### config.mk
export PLATFORM = sky130hd
export DESIGN_NAME = rail_seq_ctrl
export DESIGN_NICKNAME = d
export VERILOG_FILES = /design/src/rtl/rail_seq_pkg.sv /design/src/rtl/rail_seq_timer.sv /design/src/rtl/rail_seq_decode.sv /design/src/rtl/rail_seq_flags.sv /design/src/rtl/rail_seq_ctrl.sv
export SDC_FILE = /design/constraint.sdc
export NUM_CORES = 1
export LEC_CHECK = 0
export ABC_AREA = 1
export BUFFER_PORTS_ARGS = -buffer_cell sky130_fd_sc_hd__buf_2
export CAP_MARGIN = 20
export CORE_MARGIN = 2
export CORE_UTILIZATION = 56
export DETAILED_ROUTE_END_ITERATION = 12
export GPL_ROUTABILITY_DRIVEN = 1
export PLACE_DENSITY = 0.79
export SYNTH_ARGS = -nofsm -noshare
export SYNTH_HDL_FRONTEND = slang
export SYNTH_SLANG_ARGS = --single-unit
### constraint.sdc
create_clock -name clk -period 2.1 [get_ports clk]
set_input_delay 0.21 -clock clk [delete_from_list [all_inputs] [get_ports clk]]
set_output_delay 0.21 -clock clk [all_outputs]
set_load 0.02 [all_outputs]
### src/rtl/rail_seq_pkg.sv
package rail_seq_pkg;
   typedef enum logic [1:0] {
      SQ_IDLE = 2'd0,
      SQ_RAMP = 2'd1,
      SQ_UP   = 2'd2,
      SQ_DOWN = 2'd3
   } seq_st_e;
endpackage

### src/rtl/rail_seq_timer.sv
module rail_seq_timer #(
   parameter int LIMIT = 16
) (
   input  logic clk,
   input  logic rst_n,
   input  logic clr,
   output logic hit
);
   localparam int CW = (LIMIT > 1) ? $clog2(LIMIT) : 1;
   logic [CW-1:0] cnt_q;

   always_ff @(posedge clk or negedge rst_n) begin
      if (!rst_n)   cnt_q <= '0;
      else if (clr) cnt_q <= '0;
      else          cnt_q <= cnt_q + CW'(1);
   end

   assign hit = (cnt_q == CW'(LIMIT - 1));
endmodule

### src/rtl/rail_seq_decode.sv
module rail_seq_decode #(
   parameter int N_STAGE = 8,
   parameter int LVL_W   = 4
) (
   input  logic [LVL_W-1:0]   lvl,
   output logic [N_STAGE-1:0] en,
   output logic [N_STAGE-1:0] top
);
   for (genvar i = 0; i < N_STAGE; i++) begin : g_stage
      assign en[i]  = (lvl > LVL_W'(i));
      assign top[i] = (lvl == LVL_W'(i + 1));
   end
endmodule

### src/rtl/rail_seq_flags.sv
module rail_seq_flags (
   input  logic clk,
   input  logic rst_n,
   input  logic cond_any,
   input  logic tmo_evt,
   input  logic clr_flt,
   input  logic seq_idle,
   output logic alert_n,
   output logic faulted_off
);
   logic alert_q, fo_q;
   logic alert_clr_ok;

   assign alert_clr_ok = clr_flt && !cond_any && !(fo_q && !seq_idle);

   always_ff @(posedge clk or negedge rst_n) begin
      if (!rst_n) begin
         alert_q <= 1'b0;
         fo_q    <= 1'b0;
      end else begin
         if (cond_any || tmo_evt) alert_q <= 1'b1;
         else if (alert_clr_ok)   alert_q <= 1'b0;
         if (tmo_evt)                    fo_q <= 1'b1;
         else if (clr_flt && seq_idle)   fo_q <= 1'b0;
      end
   end

   assign alert_n     = !alert_q;
   assign faulted_off = fo_q;
endmodule

### src/rtl/rail_seq_ctrl.sv
module rail_seq_ctrl
   import rail_seq_pkg::*;
#(
   parameter int N_STAGE     = 8,
   parameter int TMO_CYC     = 15000,
   parameter int OFF_DLY_CYC = 1000
) (
   input  logic               clk,
   input  logic               rst_n,
   input  logic               sw_on,
   input  logic               vin_hi,
   input  logic               vin_lo,
   input  logic [N_STAGE-1:0] pgood,
   input  logic [N_STAGE-1:0] flt_cond,
   input  logic               clr_flt,
   output logic [N_STAGE-1:0] rail_en,
   output logic               alert_n,
   output logic               faulted_off
);
   localparam int LVL_W = $clog2(N_STAGE + 1);

   if (N_STAGE < 2) begin : g_bad_stages
      $error("rail_seq_ctrl: N_STAGE must be at least 2");
   end
   if (TMO_CYC < 1 || OFF_DLY_CYC < 1) begin : g_bad_timers
      $error("rail_seq_ctrl: timer limits must be at least 1");
   end

   seq_st_e          st_q, st_d;
   logic [LVL_W-1:0] lvl_q, lvl_d;
   logic [N_STAGE-1:0] top_oh;
   logic tmo_clr, tmo_hit, dly_clr, dly_hit, tmo_evt;
   logic off_req, start_ok, cur_good;

   assign off_req  = !sw_on || vin_lo;
   assign start_ok = sw_on && vin_hi && !faulted_off;
   assign cur_good = |(pgood & top_oh);

   rail_seq_decode #(.N_STAGE(N_STAGE), .LVL_W(LVL_W)) dec_i (
      .lvl(lvl_q), .en(rail_en), .top(top_oh));

   rail_seq_timer #(.LIMIT(TMO_CYC)) tmo_i (
      .clk(clk), .rst_n(rst_n), .clr(tmo_clr), .hit(tmo_hit));

   rail_seq_timer #(.LIMIT(OFF_DLY_CYC)) dly_i (
      .clk(clk), .rst_n(rst_n), .clr(dly_clr), .hit(dly_hit));

   rail_seq_flags flg_i (
      .clk(clk), .rst_n(rst_n), .cond_any(|flt_cond), .tmo_evt(tmo_evt),
      .clr_flt(clr_flt), .seq_idle(st_q == SQ_IDLE),
      .alert_n(alert_n), .faulted_off(faulted_off));

   always_comb begin
      st_d    = st_q;
      lvl_d   = lvl_q;
      tmo_clr = 1'b1;
      dly_clr = 1'b1;
      tmo_evt = 1'b0;
      unique case (st_q)
         SQ_IDLE: begin
            if (start_ok) begin
               st_d  = SQ_RAMP;
               lvl_d = LVL_W'(1);
            end
         end
         SQ_RAMP: begin
            if (off_req) begin
               st_d  = SQ_DOWN;
               lvl_d = lvl_q - LVL_W'(1);
            end else if (cur_good) begin
               if (lvl_q == LVL_W'(N_STAGE)) st_d = SQ_UP;
               else                          lvl_d = lvl_q + LVL_W'(1);
            end else if (tmo_hit) begin
               tmo_evt = 1'b1;
               st_d    = SQ_DOWN;
               lvl_d   = lvl_q - LVL_W'(1);
            end else begin
               tmo_clr = 1'b0;
            end
         end
         SQ_UP: begin
            if (off_req) begin
               st_d  = SQ_DOWN;
               lvl_d = lvl_q - LVL_W'(1);
            end
         end
         SQ_DOWN: begin
            if (lvl_q == '0)  st_d = SQ_IDLE;
            else if (dly_hit) lvl_d = lvl_q - LVL_W'(1);
            else              dly_clr = 1'b0;
         end
         default: st_d = SQ_IDLE;
      endcase
   end

   always_ff @(posedge clk or negedge rst_n) begin
      if (!rst_n) begin
         st_q  <= SQ_IDLE;
         lvl_q <= '0;
      end else begin
         st_q  <= st_d;
         lvl_q <= lvl_d;
      end
   end
endmodule

==> Word level (Yosys, flattened, before mapping) <==
Cells that the tools add are included.
{ "word_totals": {"ff_bits": 32, "input_bits": 22, "output_inout_bits": 10, "word_cells": 95} }
{ "op_classes": {"addsub": 4, "n_lt_le_gt_ge": 8, "n_eq_ne": 21, "mux": 33, "bitwise_logic": 1, "reduce_logical": 22} }
{ "op_table": {"columns": ["operator", "n"], "rows": [
  ["4-bit two-way mux", 8],
  ["4-bit by 3-bit equality test with 1-bit output, second input constant", 4],
  ["4-bit by 3-bit > comparator with 1-bit output, second input constant", 4],
  ["4-bit case mux with 4 select lines", 1],
  ["8-bit OR reduction", 2],
  ["14-bit by 1-bit adder with 14-bit output, second input constant", 1],
  ["14-bit equality test, second input constant", 1],
  ["1-bit two-way mux", 14],
  ["14-bit two-way mux", 1],
  ["2-bit two-way mux", 7],
  ["4-bit != test, second input constant", 3],
  ["10-bit by 1-bit adder with 10-bit output, second input constant", 1],
  ["10-bit equality test, second input constant", 1],
  ["10-bit two-way mux", 1],
  ["2-bit != test, second input constant", 5],
  ["8-bit AND", 1],
  ["4-bit by 2-bit equality test with 1-bit output, second input constant", 2],
  ["4-bit by 1-bit > comparator with 1-bit output, second input constant", 2],
  ["4-bit by 2-bit > comparator with 1-bit output, second input constant", 2],
  ["2-bit case mux with 4 select lines", 1],
  ["1-bit logical AND", 6],
  ["1-bit logical NOT", 6],
  ["6-bit AND reduction", 1],
  ["5-bit AND reduction", 1],
  ["other kinds (10)", 13]
]} }

==> Longest topological paths before layout <==
Gate-level depths: netlist of the first run.
{ "logic_depth": {"depth_word": 8, "depth_mapped": 14, "mapped_depth_nobuf": 13} }

==> By module <==
From an unflattened synthesis of the first run, not the netlist that was laid out.
{ "hier_totals": {"cells_unflattened": 301, "hier_area_um2": 2207.1} }
{ "by_module_without_submodules": {"columns": ["mod", "n_inst", "cells_each", "area_each_um2", "seq_area_each_um2"], "rows": [
  ["rail_seq_ctrl", 1, 108, 773.2, 150.1],
  ["rail_seq_timer at tmo_i", 1, 96, 733.2, 350.3],
  ["rail_seq_timer at dly_i", 1, 58, 480.5, 250.2],
  ["rail_seq_decode", 1, 29, 135.1, 0.0],
  ["rail_seq_flags", 1, 10, 85.1, 50.0]
]} }

==> Least setup slack after synthesis of the first run <==
Ideal clock, no wire load.
{ "synth_timing": {"kind": "reg2reg", "start": "register lvl_q[0]", "end": "register lvl_q[1]", "setup_time_ns": 0.065, "t_arrival_ns": 1.598, "t_required_ns": 2.035, "setup_slack_ns": 0.437, "path_stages_with_launch": 10, "n_path_buf": 0, "period_less_slack_ns": 1.663, "cell_sequence": "dfrtp_1 inv_1 ha_1 nand2_1 nand3_1 a21oi_1 nand2_1 nor2_4 nand4_1 nand2_1"} }
{ "synth_via": {"elab_chain_len": 6, "word_cells_on_any_way": 25, "classes_between": "add/sub: 2; eq/ne: 11; mux: 8; bitwise: 1; reduce/logical: 3"} }
{ "synth_rtl": {"columns": ["item", "line", "rtl"], "rows": [
  ["from (decl)", "rail_seq_ctrl.sv:30", "logic [LVL_W-1:0] lvl_q, lvl_d;"],
  ["from (signal assigned)", "rail_seq_ctrl.sv:102", "lvl_q <= lvl_d;"],
  ["4-bit by 1-bit equality test with 1-bit output, or another cell as far along", "rail_seq_decode.sv:11", "assign top[i] = (lvl == LVL_W'(i + 1));"],
  ["8-bit AND", "rail_seq_ctrl.sv:37", "assign cur_good = |(pgood & top_oh);"],
  ["8-bit OR reduction", "rail_seq_ctrl.sv:37", null],
  ["4-bit two-way mux", "rail_seq_ctrl.sv:70", "end else if (cur_good) begin"],
  ["4-bit two-way mux", "rail_seq_ctrl.sv:67", "if (off_req) begin"],
  ["4-bit case mux with 4 select lines", "rail_seq_ctrl.sv:59", "unique case (st_q)"]
]} }
Several ways; a longest one is shown, not always the timed one. The select of a mux whose other input is x is not followed.
A chain may end at the register's enable or synchronous reset.

==> Final worst setup path of the first run <==
{ "layout_timing": {"start": "register lvl_q[0]", "end": "register lvl_q[2]"} }
Same word-level chain as after synthesis.

==> run metrics, run 1 <==
Hold EP flg_i.alert_q; unrepaired setup endpoints after global routing no; FF-to-FF path depth 11; clock transition at the registers of the reported paths ~0.10 ns; Clk network pwr share 0.159; Total Neg Setup Slack 0 ns; Crit Path Class reg -> reg; DR iter-0 viols roughly 120; pwr dens 1000 nW/µm²; fraction of registers with async set/reset 1.00; Yosys top cell area share 0.391; Syn Inst Count between 200 and 300; diodes inserted 0; clk_lat worst skew roughly 0.33 ns; core box area around 3400 µm²; Distinct cells, synth 32; layout cell share with drive strength beyond 1 0.198; reg2reg start lvl_q[0]; Yosys reg bits 32; worst slew pin tran about 0.70 ns; Via density roughly 5.2; Fin. Hold Viols 0; die extent in y approximately 64 µm; clk sinks 32; largest net degree at the start of global routing 33; synthesized area per cell between 7 and 8 µm²; CTS Buffer Depth 2; sequential power share 0.334; Worst Path Buf+Inv 1; most common cell in the synthesized netlist nand2_1; worst-path cell chain inv_1 > ha_1 > nand4_1 > nand2_1 > nor2_4 > nand2_4 > nand3b_2 > nand3_2 > nor2_2 > nand2_1 > nand2_1; Arr. time, crit path about 2.2 ns; hold crit path type in -> reg; vias in the first global route 1742; Tmin final approximately 1.9 ns; Synth area leaders dfrtp_1, nand2_1, ha_1; antenna violations before repair 0; CP peak stage delay between 0.4 and 0.5 ns; Synth Flop Type dfrtp_1; Psw ~1.1 mW; Layout area overhead 13.3%; Seq/Total Area, Yosys 0.391; die area around 4200 µm²; Warnings, synthesis 0; Final Cycle Share 0.894; chip width between 60 and 70 µm; Gates resized, CTS repair 0; Max-slew headroom 0.535; kind of cell adding the most delay to the critical path simple AND/OR/NAND/NOR gates; reg2reg end lvl_q[2]; Critical Path Start Type register; clock root buffer clkbuf_4; Clock Skew ~0.0074 ns; Cell Rows 21; GPL Wtd Cong between 0.9 and 1; Final Util 0.679; most numerous cell on the critical path nand2_1; Post-synth EDFFs 0; drt pass-1 iters 4; Final #Nets approximately 340; Worst path depth 11; Initial Util 0.599; timing-limited maximum frequency approximately 530 MHz; Yosys top cell by area dfrtp_1; Filler cells 312; HP Start flt_cond[7]; worst vdd ir 0.758 mV; Cell Area, Synth between 2000 and 2500 µm²; worst hold path depth 3; Gate power share 0.507; level count of the clock H-tree 2; Net Sw Frac 0.459; average wire per standard cell ~12 µm; Synthesized Nets just over 300; gr ovfl total 0; total of max-cap violations 0; GR Util All Layers 0.222; I/O pin cnt 32; status finished, final reports clean; Antenna Nets Post-Route 0; via count 1854; WP data required around 2.4 ns; cts bufs inserted 5; Post-CTS Setup Inserts 0; first-pass GRT wire length 7340 µm; Routed WL between 4000 and 5000 µm; peak fanout along the critical path 6; synth cell count leaders nand2_1, nor2_1, dfrtp_1; P_int about 1.3 mW; # DRC 0; TritonCTS clock tree yes; Final Max Slew Viols 0; final setup violation count 0; reg2reg setup slack around 0.22 ns; static leakage 1.17 nW; IO Port Bufs 31; Post-DP HPWL roughly 3100 µm; Slowest-stage cell, CP dfrtp_1; Crit. End Element register
area by class of cell:
| class | count | area, µm² | area share |
|---|---|---|---|
| multi-input cells | 201 | 1100 | 0.475 |
| flip-flops and latches | 32 | 801 | 0.345 |
| repair buffers | 33 | 173 | 0.0744 |
| inverters | 34 | 128 | 0.0550 |
| clock buffers | 8 | 58.8 | 0.0254 |
| well taps | 46 | 57.6 | 0.0248 |
worst min-delay path: cells and delay by family:
| family | cells | cell delay, ns |
|---|---|---|
| buffers and inverters | 1 | 0.07 |
| AND/OR/NAND/NOR | 2 | 0.11 |
power groups by stage:
stage | Clock (mW) | Sequential (mW) | Combinational [mW]
final | 0.369 | 0.774 | 1.18
after global routing | 0.404 | 0.788 | 1.33
after CTS | 0.379 | 0.773 | 1.18
after detailed placement | 0 | 0.786 | 1.16
after global placement | 0 | 0.784 | 1.16
after floorplan | 0 | 0.752 | 0.917
layer usage:
metal | track usage | share of wire | up-vias | wire (µm)
met3 | 0.0538 | 0.051 | 5 | 206
met5 | 0 | 0 | - | 0
met4 | 0.0612 | 0.010 | 0 | 41
met1 | 0.309 | 0.49 | 860 | 1980
li1 | - | - | 946 | -
met2 | 0.349 | 0.45 | 43 | 1850
how the worst max path moves through the flow:
| stage | startpoint | to | slack [ns] |
|---|---|---|---|
| 2_1_floorplan | lvl_q[0] | lvl_q[1] | 0.44 |
| 3_3_place_gp | lvl_q[0] | lvl_q[2] | 0.26 |
| 3_5_place_dp | lvl_q[0] | lvl_q[2] | 0.27 |
| 4_1_cts | lvl_q[0] | lvl_q[2] | 0.24 |
| 5_1_grt | lvl_q[0] | lvl_q[2] | 0.03 |
| 6_report | lvl_q[0] | lvl_q[2] | 0.22 |
flip-flops by register name (all words and copies together) (netlist names):
| signal | flops |
|---|---|
| flg_i.faulted_off | 1 |
| st_q | 2 |
| tmo_i.cnt_q | 14 |
| dly_i.cnt_q | 10 |
| flg_i.alert_q | 1 |
| lvl_q | 4 |
layout by cell type, fill, tap and decap left out, drive strengths merged:
cell / n
o21bai: 2
xnor2: 2
o21ai: 10
inv: 33
nand4: 8
nand3: 24
nand2: 68
and3: 1
ha: 10
o31ai: 1
o21a: 1
dlygate4sd3: 1
nand3b: 2
nor2: 42
nor3b: 3
clkinv: 1
xor2: 3
a21oi: 12
clkbuf: 8
buf: 32
nor3: 10
dfrtp: 32
nor4: 2
cells by family (layout without fill, tap and decap cells):
group,after synthesis,after routing,share of synthesized area
compound gates,26,26,0.0685
xor+xnor,5,5,0.0214
fa+ha+maj,10,10,0.0611
buf+inv,37,75,0.0703
flops,32,32,0.391
simple gates,160,160,0.388
per-stage QoR:
stage | instances | total power [mW] | area (µm²) | setup slack, ns | hold slack (ns)
global route | 354 | 2.52 | 2320 | 0.0254 | 0.0891
finish | 354 | 2.32 | 2320 | 0.223 | 0.104
global placement | 345 | 1.94 | 2250 | 0.260 | 0.300
CTS | 354 | 2.33 | 2320 | 0.236 | 0.0972
floorplan | 270 | 1.67 | 2050 | 0.437 | -0.0856
detailed placement | 345 | 1.94 | 2250 | 0.267 | 0.305
repair_timing:
item                                    4_1_cts  5_1_grt
hold buffers                                  1        0
hold endpoints to repair                     32        0
endpoints found under the setup margin        0        0
Power figures use the tool's default switching activity.
==> run 2, diff against run 1 <==
--- a/config.mk
+++ b/config.mk
@@ -8,11 +8,13 @@
 export ABC_AREA = 1
 export BUFFER_PORTS_ARGS = -buffer_cell sky130_fd_sc_hd__buf_2
 export CAP_MARGIN = 20
+export CORE_ASPECT_RATIO = 1.4
 export CORE_MARGIN = 2
 export CORE_UTILIZATION = 56
 export DETAILED_ROUTE_END_ITERATION = 12
 export GPL_ROUTABILITY_DRIVEN = 1
 export PLACE_DENSITY = 0.79
+export SKIP_LAST_GASP = 1
 export SYNTH_ARGS = -nofsm -noshare
 export SYNTH_HDL_FRONTEND = slang
 export SYNTH_SLANG_ARGS = --single-unit
==> run metrics, run 2 (synthesized netlist as in run 1, its figures left out) <==
Clock Skew about 0.0031 ns; Total Neg Setup Slack 0 ns; total of max-cap violations 0; WP data required approximately 2.3 ns; GR Util All Layers 0.250; Slowest-stage cell, CP dfrtp_1; DP Cell Count 341; reg2reg setup slack roughly 0.17 ns; Cell Rows 26; average wire per standard cell around 13 µm; Initial Util 0.572; Top Registers tmo_i.cnt_q: 14 flops, dly_i.cnt_q: 10 flops, lvl_q: 4 flops; Filler cells ~330; Arr. time, crit path between 2 and 2.5 ns; pwr dens 1090 nW/µm²; Final Cycle Share 0.921; unrepaired setup endpoints after global routing no; final setup violation count 0; non-filler cells in the finished layout 349; Worst Path Buf+Inv 2; die extent in y between 70 and 80 µm; FF-to-FF path depth 12; worst slew pin tran roughly 0.73 ns; Tmin final 1.93 ns; first-pass GRT wire length about 7400 µm; antenna violations before repair 0; Fin. Hold Viols 32; Post-DP HPWL between 3000 and 4000 µm; timing-limited maximum frequency between 500 and 600 MHz; hold crit path type in -> async; Max-slew headroom 0.515; Final Util 0.658; hold_buf cts 0; Routed WL ~4400 µm; multi-input logic area roughly 1100 µm²; GPL Wtd Cong ~0.9; status finished with violations; static leakage between 1 and 1.5 nW; hold_ws -0.0192 ns; worst-path cell chain inv_1 > ha_1 > nand4_1 > nand2_1 > nor2_4 > nand2_4 > nand2_4 > inv_2 > nand2_2 > nand3_1 > nand2_1 > o21ai_1; CP peak stage delay between 0.4 and 0.5 ns; clock transition at the registers of the reported paths approximately 0.070 ns; Crit. End Element register; vias in the first global route roughly 1800; via count about 1900; cts bufs inserted 5; number of flip-flops in the largest register 14; commonest non-fill, non-tap cell in the layout nand2_1; DR iter-0 viols between 40 and 50; TritonCTS clock tree yes; gr ovfl total 0; clock root buffer clkbuf_8; core box area between 3000 and 4000 µm²; Final Max Slew Viols 0; Layout area overhead 15.0%; commonest cells after routing, fill and taps aside nand2_1, nor2_1, dfrtp_1; level count of the clock H-tree 2; register area between 800 and 900 µm²; kind of cell adding the most delay to the critical path simple AND/OR/NAND/NOR gates; clk_lat worst skew around 0.28 ns; layout cell share with drive strength beyond 1 0.202; Final #Nets 338; chip width 55.1 µm; largest net degree at the start of global routing 33; reg2reg end st_q[0]; die area 4160 µm²; IO Port Bufs 31; # DRC 0; clk sinks 32; peak fanout along the critical path 6; Critical Path Start Type register; I/O pin cnt 32; diodes inserted 0; Via density 5.35; Antenna Nets Post-Route 0; Gates resized, CTS repair 0; drt pass-1 iters 4; Post-CTS Setup Inserts 0; reg2reg start lvl_q[0]; Crit Path Class reg -> reg; worst vdd ir 0.917 mV; CTS Buffer Depth 2; Top reg by flops tmo_i.cnt_q; failing checks negative hold slack
==> run 2: routing by layer <==
| layer | vias to the layer above | global-route usage | part of all wire |
|---|---|---|---|
| met5 | - | 0 | 0 |
| met4 | 0 | 0.168 | 0.047 |
| met3 | 21 | 0.0529 | 0.060 |
| met2 | 69 | 0.425 | 0.51 |
| met1 | 832 | 0.271 | 0.39 |
| li1 | 944 | - | - |
==> run 2: final cells by class <==
cell class | count | share of cell area
inverters | 34 | 0.0542
flip-flops and latches | 32 | 0.340
clock inverters | 2 | 0.0149
well taps | 42 | 0.0223
clock buffers | 6 | 0.0308
repair buffers | 32 | 0.0691
multi-input cells | 201 | 0.468
==> run 2: worst max path at each step <==
stage,endpoint,cells past startpoint,from
6_report,st_q[0],12,lvl_q[0]
5_1_grt,st_q[0],12,lvl_q[0]
4_1_cts,st_q[0],12,lvl_q[0]
3_5_place_dp,st_q[0],12,lvl_q[0]
3_3_place_gp,st_q[0],12,lvl_q[0]
2_1_floorplan,lvl_q[1],9,lvl_q[0]
==> run 2: power by group <==
group	internal (mW)	leakage, nW	switching [mW]
Sequential	0.684	0.433	0.0962
Combinational	0.405	0.696	0.786
Clock	0.352	0.0552	0.236
Total	1.44	1.18	1.12
==> run 2: metrics by stage <==
stage | setup WS (ns) | hold WS, ns | cell area (µm²) | total power [mW]
after global routing | 0.0369 | 0.0398 | 2350 | 2.75
after CTS | 0.176 | 0.000801 | 2350 | 2.58
after detailed placement | 0.181 | 0.312 | 2250 | 1.98
after global placement | 0.183 | 0.309 | 2250 | 1.97
after floorplan | 0.437 | -0.0856 | 2050 | 1.67
final | 0.166 | -0.0192 | 2350 | 2.56
==> run 2: worst register-to-register path: stages, from the launching register on <==
cell,delay (ns)
dfrtp_1,0.46
inv_1,0.16
ha_1,0.29
nand4_1,0.11
nand2_1,0.10
nor2_4,0.18
nand2_4,0.10
nand2_4,0.08
inv_2,0.05
nand2_2,0.08
nand3_1,0.09
nand2_1,0.06
o21ai_1,0.06
==> run 3, diff against run 2 <==
--- a/config.mk
+++ b/config.mk
@@ -11,8 +11,10 @@
 export CORE_ASPECT_RATIO = 1.4
 export CORE_MARGIN = 2
 export CORE_UTILIZATION = 56
+export CTS_CLUSTER_DIAMETER = 100
 export DETAILED_ROUTE_END_ITERATION = 12
 export GPL_ROUTABILITY_DRIVEN = 1
+export GPL_TIMING_DRIVEN = 0
 export PLACE_DENSITY = 0.79
 export SKIP_LAST_GASP = 1
 export SYNTH_ARGS = -nofsm -noshare
==> run metrics, run 3 (synthesized netlist as in run 1, its figures left out) <==
status finished, final reports clean; worst slew pin tran about 0.71 ns; Arr. time, crit path 2.11 ns; timing-limited maximum frequency around 530 MHz; GR Util All Layers 0.245; WP data required 2.33 ns; static leakage 1.20 nW; first-pass GRT wire length 7390 µm; CTS Buffer Depth 2; largest net degree at the start of global routing 33; unrepaired setup endpoints after global routing no; worst vdd ir around 0.96 mV; Antenna Nets Post-Route 0; Fin. Hold Viols 0; Final Max Slew Viols 0; Net Sw Frac 0.423; most numerous cell on the critical path nand2_1; Psw about 1.1 mW; design area ~2400 µm²; TritonCTS clock tree yes; Gate power share 0.460; final setup violation count 0; CP peak stage delay 0.44 ns; clock transition at the registers of the reported paths about 0.070 ns; Initial Util 0.572; gr ovfl total 0; Crit. Startpoint lvl_q[0]; IO Port Bufs 31; sequential power share 0.289; average wire per standard cell 12.4 µm; DR iter-0 viols 65; Routed WL 4360 µm; core box area 3580 µm²; antenna violations before repair 0; peak fanout along the critical path 6; Critical Path Start Type register; clk_lat worst skew between 0.2 and 0.3 ns; Clock Skew approximately 0.0028 ns; Final #Nets around 340; DP Area 2250 µm²; Top Registers tmo_i.cnt_q: 14 flops, dly_i.cnt_q: 10 flops, lvl_q: 4 flops; Crit Path Class reg -> reg; HP Start flt_cond[6]; worst hold path depth 3; clk sinks 32; worst-path cell chain inv_1 > ha_1 > nand2_1 > nand3_1 > a21oi_1 > nand3_2 > nor2_2 > nand2_1 > nand2_1; reg2reg setup slack 0.22 ns; cts bufs inserted 5; Hold EP flg_i.alert_q; number of flip-flops in the largest register 14; vias in the first global route 1796; Final Cycle Share 0.896; Clk network pwr share 0.251; Layout area overhead 16.8%; reg2reg end lvl_q[3]; hold crit path type in -> reg; I/O pin cnt 32; GPL Wtd Cong 0.795; level count of the clock H-tree 2; chip width 55.1 µm; Tmin final approximately 1.9 ns; Max-slew headroom 0.525; total of max-cap violations 0; drt pass-1 iters 6; die extent in y about 76 µm; commonest cells after routing, fill and taps aside nand2_1, nor2_1, buf_2, dfrtp_1, inv_1; FF-to-FF path depth 9; Slowest-stage cell, CP dfrtp_1; clock root buffer clkbuf_8; layout cell share with drive strength beyond 1 0.206; Cell Rows 26; via count 1876; Gates resized, CTS repair 0; # DRC 0; Crit. End Element register; Filler cells between 300 and 400; die area 4160 µm²; pwr dens 1100 nW/µm²; commonest non-fill, non-tap cell in the layout nand2_1; Via density around 5.3; Top reg by flops tmo_i.cnt_q; Total Neg Setup Slack 0 ns; diodes inserted 0; reg2reg start lvl_q[0]; Post-DP HPWL about 3300 µm; P_int ~1.5 mW
run 3: cell count changes in the layout (fill, tap and decap cells not counted):
cell / change
clkbuf_8: +2
buf_2: +1
clkinv_2: -1
dlygate4sd3_1: +1
run 3: worst max path at each step:
stage,depth (start not counted),slack (ns),to
after detailed placement,11,0.24,st_q[0]
after CTS,9,0.21,lvl_q[3]
final,9,0.22,lvl_q[3]
after global placement,10,0.23,st_q[0]
after floorplan,9,0.44,lvl_q[1]
after global routing,11,0.04,lvl_q[2]
run 3: per-layer routing:
layer  global-route usage  up-vias  part of all wire
li1                     -      947                 -
met1                0.259      860              0.40
met2                0.456       57              0.53
met3               0.0373       12             0.039
met4                0.119        0             0.032
met5                    0        -                 0
run 3: worst max-delay path, delay by kind of cell (launching register included):
| kind | cells | cell delay, ns |
|---|---|---|
| AOI/OAI and AO/OA | 1 | 0.25 |
| adders and majority gates | 1 | 0.28 |
| buffers and inverters | 1 | 0.15 |
| DFF | 1 | 0.44 |
| and+or+nand+nor | 6 | 0.71 |
run 3: area by class of cell:
| type | count | area [µm²] | share of cell area |
|---|---|---|---|
| clock inverters | 1 | 30.0 | 0.0126 |
| multi-input cells | 201 | 1100 | 0.461 |
| flip-flops and latches | 32 | 801 | 0.335 |
| inverters | 34 | 128 | 0.0534 |
| plain buffers | 3 | 16.3 | 0.00680 |
| repair buffers | 32 | 165 | 0.0691 |
| well taps | 42 | 52.6 | 0.0220 |
| clock buffers | 7 | 96.3 | 0.0403 |
run 3: through the flow:
step / hold slack [ns] / std cells / power [mW] / util / setup slack [ns]
2_1_floorplan: -0.0856 / 270 / 1.67 / - / 0.437
3_3_place_gp: 0.297 / 343 / 1.96 / 0.630 / 0.229
3_5_place_dp: 0.304 / 343 / 1.96 / 0.630 / 0.235
4_1_cts: 0.151 / 352 / 2.63 / 0.668 / 0.213
5_1_grt: 0.167 / 352 / 2.82 / 0.668 / 0.0412
6_report: 0.148 / 352 / 2.63 / 0.668 / 0.219
run 3: power by group through the flow:
| stage | combinational, mW | clock [mW] | sequential [mW] |
|---|---|---|---|
| after floorplan | 0.917 | 0 | 0.752 |
| after global placement | 1.19 | 0 | 0.770 |
| after detailed placement | 1.19 | 0 | 0.769 |
| after CTS | 1.21 | 0.664 | 0.761 |
| after global routing | 1.36 | 0.692 | 0.770 |
| final | 1.21 | 0.661 | 0.759 |
run 3: timing repair:
item	in CTS	in global routing
setup buffers	0	0
hold buffers	1	0
endpoints found under the hold margin	13	0
